### src/rtl/sramc_pkg.sv
package sramc_pkg;
    typedef enum logic [1:0] {
        ST_IDLE  = 2'd0,
        ST_ADDR  = 2'd1,
        ST_DATA  = 2'd2,
        ST_WHOLD = 2'd3
    } sramc_state_e;
endpackage

### src/rtl/sramc_tsel.sv
module sramc_tsel #(
    parameter int ASET_W = 4,
    parameter int DSET_W = 8
) (
    input  logic              ext_en,
    input  logic              is_write,
    input  logic [ASET_W-1:0] aset_rd,
    input  logic [DSET_W-1:0] dset_rd,
    input  logic [ASET_W-1:0] aset_wr,
    input  logic [DSET_W-1:0] dset_wr,
    output logic [ASET_W-1:0] aset_eff,
    output logic [DSET_W-1:0] dset_eff
);
    logic use_wr;
    logic [ASET_W-1:0] aset_sel;
    logic [DSET_W-1:0] dset_sel;

    always_comb begin
        use_wr   = ext_en && is_write;
        aset_sel = use_wr ? aset_wr : aset_rd;
        dset_sel = use_wr ? dset_wr : dset_rd;
        aset_eff = (aset_sel == '0) ? ASET_W'(1) : aset_sel;
        dset_eff = (dset_sel == '0) ? DSET_W'(1) : dset_sel;
    end
endmodule

### src/rtl/sramc_cnt.sv
module sramc_cnt #(
    parameter int W = 8
) (
    input  logic         clk,
    input  logic         rst_n,
    input  logic         load,
    input  logic [W-1:0] load_val,
    output logic         last
);
    logic [W-1:0] cnt_q;

    always_ff @(posedge clk or negedge rst_n) begin
        if (!rst_n) begin
            cnt_q <= '0;
        end else if (load) begin
            cnt_q <= load_val - W'(1);
        end else if (cnt_q != '0) begin
            cnt_q <= cnt_q - W'(1);
        end
    end

    assign last = (cnt_q == '0);
endmodule

### src/rtl/sram_timing_ctrl.sv
module sram_timing_ctrl
    import sramc_pkg::*;
#(
    parameter int ADDR_W = 26,
    parameter int DATA_W = 16,
    parameter int ASET_W = 4,
    parameter int DSET_W = 8
) (
    input  logic                   clk,
    input  logic                   rst_n,
    input  logic                   cfg_ext_en,
    input  logic [ASET_W-1:0]      cfg_aset_rd,
    input  logic [DSET_W-1:0]      cfg_dset_rd,
    input  logic [ASET_W-1:0]      cfg_aset_wr,
    input  logic [DSET_W-1:0]      cfg_dset_wr,
    input  logic                   req_valid,
    input  logic                   req_write,
    input  logic [ADDR_W-1:0]      req_addr,
    input  logic [DATA_W-1:0]      req_wdata,
    input  logic [DATA_W/8-1:0]    req_be,
    output logic                   rsp_done,
    output logic [DATA_W-1:0]      rsp_rdata,
    output logic [ADDR_W-1:0]      mem_addr,
    output logic                   mem_ce_n,
    output logic                   mem_oe_n,
    output logic                   mem_we_n,
    output logic [DATA_W/8-1:0]    mem_bl_n,
    output logic [DATA_W-1:0]      mem_dq_o,
    output logic                   mem_dq_oe,
    input  logic [DATA_W-1:0]      mem_dq_i
);
    localparam int LANES = DATA_W / 8;

    sramc_state_e state_q, state_d;

    logic [ASET_W-1:0] aset_eff;
    logic [DSET_W-1:0] dset_eff;
    logic [DSET_W-1:0] dset_q;
    logic [ADDR_W-1:0] addr_q;
    logic [DATA_W-1:0] wdata_q;
    logic [LANES-1:0]  lanes_q;
    logic              wr_q;
    logic [DATA_W-1:0] rdata_q;
    logic              done_q;

    logic              cnt_load;
    logic [DSET_W-1:0] cnt_val;
    logic              cnt_last;
    logic              accept;
    logic              rd_end;

    sramc_tsel #(.ASET_W(ASET_W), .DSET_W(DSET_W)) tsel_i (
        .ext_en   (cfg_ext_en),
        .is_write (req_write),
        .aset_rd  (cfg_aset_rd),
        .dset_rd  (cfg_dset_rd),
        .aset_wr  (cfg_aset_wr),
        .dset_wr  (cfg_dset_wr),
        .aset_eff (aset_eff),
        .dset_eff (dset_eff)
    );

    sramc_cnt #(.W(DSET_W)) cnt_i (
        .clk      (clk),
        .rst_n    (rst_n),
        .load     (cnt_load),
        .load_val (cnt_val),
        .last     (cnt_last)
    );

    // Next state and phase counter control
    always_comb begin
        state_d  = state_q;
        cnt_load = 1'b0;
        cnt_val  = '0;
        accept   = 1'b0;
        rd_end   = 1'b0;
        unique case (state_q)
            ST_IDLE: begin
                if (req_valid) begin
                    accept   = 1'b1;
                    cnt_load = 1'b1;
                    cnt_val  = DSET_W'(aset_eff);
                    state_d  = ST_ADDR;
                end
            end
            ST_ADDR: begin
                if (cnt_last) begin
                    cnt_load = 1'b1;
                    cnt_val  = dset_q;
                    state_d  = ST_DATA;
                end
            end
            ST_DATA: begin
                if (cnt_last) begin
                    rd_end  = !wr_q;
                    state_d = wr_q ? ST_WHOLD : ST_IDLE;
                end
            end
            ST_WHOLD: begin
                state_d = ST_IDLE;
            end
        endcase
    end

    // State register
    always_ff @(posedge clk or negedge rst_n) begin
        if (!rst_n) begin
            state_q <= ST_IDLE;
        end else begin
            state_q <= state_d;
        end
    end

    // Request capture, read capture and completion pulse
    always_ff @(posedge clk or negedge rst_n) begin
        if (!rst_n) begin
            addr_q  <= '0;
            wdata_q <= '0;
            lanes_q <= '0;
            wr_q    <= 1'b0;
            dset_q  <= DSET_W'(1);
            rdata_q <= '0;
            done_q  <= 1'b0;
        end else begin
            if (accept) begin
                addr_q  <= req_addr;
                wdata_q <= req_wdata;
                lanes_q <= req_write ? req_be : {LANES{1'b1}};
                wr_q    <= req_write;
                dset_q  <= dset_eff;
            end
            if (rd_end) begin
                rdata_q <= mem_dq_i;
            end
            done_q <= rd_end || (state_q == ST_WHOLD);
        end
    end

    // Pin decode from registered state
    always_comb begin
        mem_ce_n  = 1'b1;
        mem_oe_n  = 1'b1;
        mem_we_n  = 1'b1;
        mem_dq_oe = 1'b0;
        unique case (state_q)
            ST_IDLE:  ;
            ST_ADDR:  mem_ce_n = 1'b0;
            ST_DATA: begin
                mem_ce_n  = 1'b0;
                mem_oe_n  = wr_q;
                mem_we_n  = !wr_q;
                mem_dq_oe = wr_q;
            end
            ST_WHOLD: begin
                mem_ce_n  = 1'b0;
                mem_dq_oe = 1'b1;
            end
        endcase
    end

    for (genvar g = 0; g < LANES; g++) begin : g_lane
        assign mem_bl_n[g] = !(lanes_q[g] && !mem_ce_n);
    end

    assign mem_addr  = addr_q;
    assign mem_dq_o  = wdata_q;
    assign rsp_rdata = rdata_q;
    assign rsp_done  = done_q;
endmodule

### config.mk
export PLATFORM = sky130hd
export DESIGN_NAME = sram_timing_ctrl
export DESIGN_NICKNAME = d
export VERILOG_FILES = /design/src/rtl/sramc_pkg.sv /design/src/rtl/sramc_tsel.sv /design/src/rtl/sramc_cnt.sv /design/src/rtl/sram_timing_ctrl.sv
export SDC_FILE = /design/constraint.sdc
export NUM_CORES = 1
export LEC_CHECK = 0
export BUFFER_PORTS_ARGS = -buffer_cell sky130_fd_sc_hd__buf_2
export CORE_MARGIN = 3
export CORE_UTILIZATION = 48
export DETAILED_ROUTE_END_ITERATION = 10
export PLACE_DENSITY = 0.8
export SLEW_MARGIN = 0
export SYNTH_ARGS = -nofsm -noshare
export SYNTH_HDL_FRONTEND = slang
export SYNTH_HIERARCHICAL = 1
export SYNTH_SLANG_ARGS = --single-unit
### constraint.sdc
create_clock -name clk -period 3.6 [get_ports clk]
set_input_delay 0.36 -clock clk [delete_from_list [all_inputs] [get_ports clk]]
set_output_delay 0.36 -clock clk [all_outputs]
set_load 0.01 [all_outputs]
* Yosys cells after proc, flatten, opt, wreduce, memory -nomap -nowiden *
Index checks and enable logic that the tools add are counted.

word-level totals
  register bits after elaboration = 80
  logic and storage cells = 57

operators by class
  add/sub/neg operators = 2
  eq/ne operators = 6
  mux-type cells = 25
  reduce and logical (&&, ||, !) cells = 15

operators by type and width
  cell                   count
  $mux W8                5
  $logic_not A8 Y1       2
  $pmux W8 S2            1
  $sub A8 B1 Y8 const B  2
  $mux W4                3
  $mux W2                5
  $mux W1                8
  $pmux W2 S4            1
  $reduce_bool A8 Y1     1
  $eq A2 B2 Y1 const B   2
  $logic_not A4 Y1       1
  $ne A2 B1 Y1 const B   2
  $pmux W1 S2            2
  $logic_and A1 B1 Y1    3
  $logic_not A1 Y1       3
  $reduce_and A3 Y1      1
  $reduce_or A3 Y1       1
  $eq A2 B1 Y1 const B   1
  $logic_not A2 Y1       1
  $ne A2 B2 Y1 const B   1
  $reduce_bool A2 Y1     1
  $logic_or A1 B1 Y1     1

* Depth between registers and ports, before layout *
  depth after elaboration = 8
  depth in mapped cells = 13
  mapped depth without buffers = 10

* Modules after synthesis *
Netlist, hierarchy kept.

modules (own cells, without submodules)
  module            times used  cells an instance  area each (µm²)
  sram_timing_ctrl  1           190                2972.9
  sramc_cnt         1           60                 601.8
  sramc_tsel        1           25                 209.0

* Worst setup path before layout *
OpenSTA, ideal clock, no wires.

  path kind = register to register
  start point = reg cnt_i.cnt_q[2]
  end point = reg cnt_i.cnt_q[4]
  library setup time = 0.121 ns
  arrival = 2.749 ns
  data required time = 3.479 ns
  setup slack = 0.730 ns
  stages on the path, launching flop included = 14
  path buffers = 4
  clock period less this slack = 2.870 ns
  cell sequence = dfrtp_1 or4_4 buf_6 nor2_8 buf_2 mux2i_1 nor2_1 buf_2 buf_6 mux2i_1 ha_1 o21ai_0 xnor2_1 a22o_1

between the ends
  elaborated cells on any way between the ends = 11
  those cells by class = add/sub: 2; mux: 6; reduce/logical: 3

RTL lines
  what                                                  RTL line                source
  from (decl)                                           sramc_cnt.sv:10         logic [W-1:0] cnt_q;
  from (signal assigned)                                sramc_cnt.sv:16         cnt_q <= load_val - W'(1);
  from (signal assigned)                                sramc_cnt.sv:18         cnt_q <= cnt_q - W'(1);
  $logic_not A8 Y1 (*)                                  sramc_cnt.sv:22         assign last = (cnt_q == '0);
  net cnt_last                                          sram_timing_ctrl.sv:48  logic cnt_last;
  $mux W1 (*)                                           sram_timing_ctrl.sv:88  if (cnt_last) begin
  $pmux W1 S2 (*)                                       sram_timing_ctrl.sv:78  unique case (state_q)
  net cnt_load                                          sram_timing_ctrl.sv:46  logic cnt_load;
  $mux W8 / $reduce_bool A2 Y1 (equally long branches)  --

Mark *: on every way through the listed nets, which the timed path passes. The rest lies on a longest branch. The select of a mux whose other input is x is not followed.
A chain may end at the register's enable or synchronous reset.

* Worst setup path after layout *
  start point = reg cnt_i.cnt_q[4]
  end point = reg cnt_i.cnt_q[4]

The elaborated chain is that of the path after synthesis.

==> qor.txt <==
Max Cap Viol - 0
Clock Skews - 0.0150 ns
CTS Root Cell - clkbuf_8
Total Wirelength - 8290 um
routed vias/inst - 5.12
Worst R2R Setup Slack - 0.74 ns
ys async rst share - 100%
status - complete, no violations
clock-pin slew on the worst setup and hold paths - 0.08 ns
Die Y - 94.8 um
Worst-Skew Late Latency - 0.34 ns
cts bufs inserted - 9
minimum clock period - 2.86 ns
worst r2r dst - cnt_i/cnt_q[4]
CTS tree - done
placed insts - 514
grt total ovfl - 0
Rows - 31
antenna fix cells - 0
synthesized area - 0.00378 mm^2
Avg Cell Area, Syn - 13.8 um^2
vias in the first global route - 2932
Worst setup EP type - flop
flops & latches, synth - 80
initial core utilization - 50.8%
Starting DRT DRC Count - 114
post-DP HPWL - 6330 um
arrival time at the worst endpoint - 3.08 ns
Power Dens Cells - 735 mW/mm^2
# DRC - 0
number of flops mapped to enable cells by yosys - 0
Area Growth Syn to Fin - 26.2%
most frequent cells in the layout - buf_2, dfrtp_1, mux2_2
fin crit share - 79.4%
Hold WC Path Type - in -> async
crit path max fanout - 15
CP startpoint - cnt_i/cnt_q[4]
Mapped Nets - 365
CTS max path bufs - 2
drt first pass iters - 4
htree depth - 3
Non-Filler Instances - 529
data required time of the critical path - 3.82 ns
post-synthesis instance total - 275
Routed Antenna Nets - 0
cts repair resizes - 0
WS Path Type - reg -> reg
Worst-Margin Slew - 0.977 ns
unrepaired setup endpoints after global routing - false
final setup vio count - 0
Slew Limit Fails - 0
endpoints failing hold - 0
post-synthesis sequential area ratio - 52.9%
DR vias - 2711
Unique masters post-synth - 50
setup TNS - 0 ns
share of layout cells above drive strength 1 - 56.3%
port bufs - 153
overall routing resource usage - 18.6%
Top FF cell, synth - dfrtp_1
crit start category - flop
Core Region - 0.00745 mm^2
final-stage net count - 516
Max Fclk - 350 MHz
die footprint - 0.00898 mm^2
Routed WL per cell - 15.7 um
Slew HR - 34.9%
setup bufs post-CTS - 0
initial antenna violation count - 0
hold_buf cts - 0
clock sink count - 80
synth warn - 6
VDD IR max - 0.426 mV
Reg2Reg Depth - 9
r2r startpoint - cnt_i/cnt_q[4]
IO Count - 154
die width - 94.8 um
Routability Congestion - 0.857
commonest non-fill, non-tap cell in the layout - buf_2
largest net degree at the start of global routing - 81
leakage power - 2.37 nW
first-pass GRT wire length - 13300 um
## state kept, by name (all words and copies together) (netlist names), 2 cells and up
register / flops
dset_q: 8
mem_addr: 26
cnt_i/cnt_q: 8
rsp_rdata: 16
state_q: 2
mem_dq_o: 16
lanes_q: 2
## report_power, final
| part | switching (mW) | internal (mW) | total [mW] |
|---|---|---|---|
| combinational | 0.617 | 0.676 | 1.29 |
| clock | 0.320 | 0.392 | 0.712 |
| sequential | 0.241 | 1.26 | 1.50 |
## synth_stat cells (2+ instances only)
cell | number | area share, %
dfrtp_1 | 79 | 52
mux2_2 | 48 | 14
mux2_1 | 20 | 6.0
mux2_4 | 11 | 4.4
nor2_1 | 10 | 0.99
buf_6 | 8 | 2.4
mux2i_1 | 7 | 1.9
a21oi_1 | 6 | 0.79
nor3_1 | 6 | 0.79
buf_2 | 5 | 0.66
nand2_1 | 5 | 0.50
nand3_1 | 5 | 0.66
and2_1 | 4 | 0.66
nand2b_1 | 4 | 0.66
nand3b_1 | 4 | 0.79
xnor2_1 | 4 | 0.93
nor3b_1 | 3 | 0.60
o21a_1 | 3 | 0.60
o21ai_0 | 3 | 0.40
xor2_1 | 3 | 0.69
a21boi_0 | 2 | 0.40
a21o_1 | 2 | 0.40
inv_1 | 2 | 0.20
nor4_1 | 2 | 0.33
o21ai_1 | 2 | 0.26
o31ai_1 | 2 | 0.40
or4_4 | 2 | 0.60
## routing by layer
layer	GRT usage [%]	wire length (um)	part of all wire, %	up-vias
met4	7.09	165	2.0	0
li1	-	-	-	1293
met1	21.6	3190	39	1310
met3	4.46	492	5.9	13
met5	0	0	0	-
met2	33.1	4440	54	95
## worst max-delay path, stage by stage, from the launching register on
cell,delay (ns)
dfrtp_1,0.48
or4_4,0.62
nor2_8,0.22
mux2i_1,0.11
nor2_1,0.23
buf_4,0.25
nor3b_1,0.25
o21ai_0,0.21
xnor2_1,0.16
a22o_1,0.21
## final cells by class
type / count / area [um^2]
Clock buffer: 9 / 124
Clock inverter: 6 / 91.3
Fill cell: 608 / 2670
Inverter: 2 / 7.51
Multi-Input combinational cell: 177 / 1630
Sequential cell: 80 / 2000
Tap cell: 99 / 124
Timing Repair Buffer: 156 / 791
## through the flow
stage | area (um^2) | hold WS [ns] | total power, mW | util (%) | setup slack (ns)
3_3_place_gp | 4560 | 0.463 | 2.77 | 61.2 | 0.810
2_1_floorplan | 3780 | 0.0644 | 2.36 | - | 0.730
6_report | 4770 | 0.156 | 3.51 | 64.1 | 0.741
5_1_grt | 4770 | 0.220 | 3.75 | 64.1 | 0.546
3_5_place_dp | 4560 | 0.469 | 2.84 | 61.2 | 0.764
4_1_cts | 4770 | 0.216 | 3.56 | 64.1 | 0.748
## how the worst max path moves through the flow
stage,slack (ns),endpoint
final,0.74,cnt_i/cnt_q[4]
after global routing,0.55,cnt_i/cnt_q[4]
after CTS,0.75,cnt_i/cnt_q[4]
after detailed placement,0.76,cnt_i/cnt_q[4]
after global placement,0.81,cnt_i/cnt_q[4]
after floorplan,0.73,cnt_i/cnt_q[4]
## cells by family after synthesis
family,synth area share (%)
multiplexers,26.5
flip-flops,52.9
AND/OR/NAND/NOR,9.92
AO/OA/AOI/OAI,4.66
buffers and inverters,4.07
XOR/XNOR,1.62
adder cells (fa/ha/maj),0.331
(Power assumes the default switching activity.)
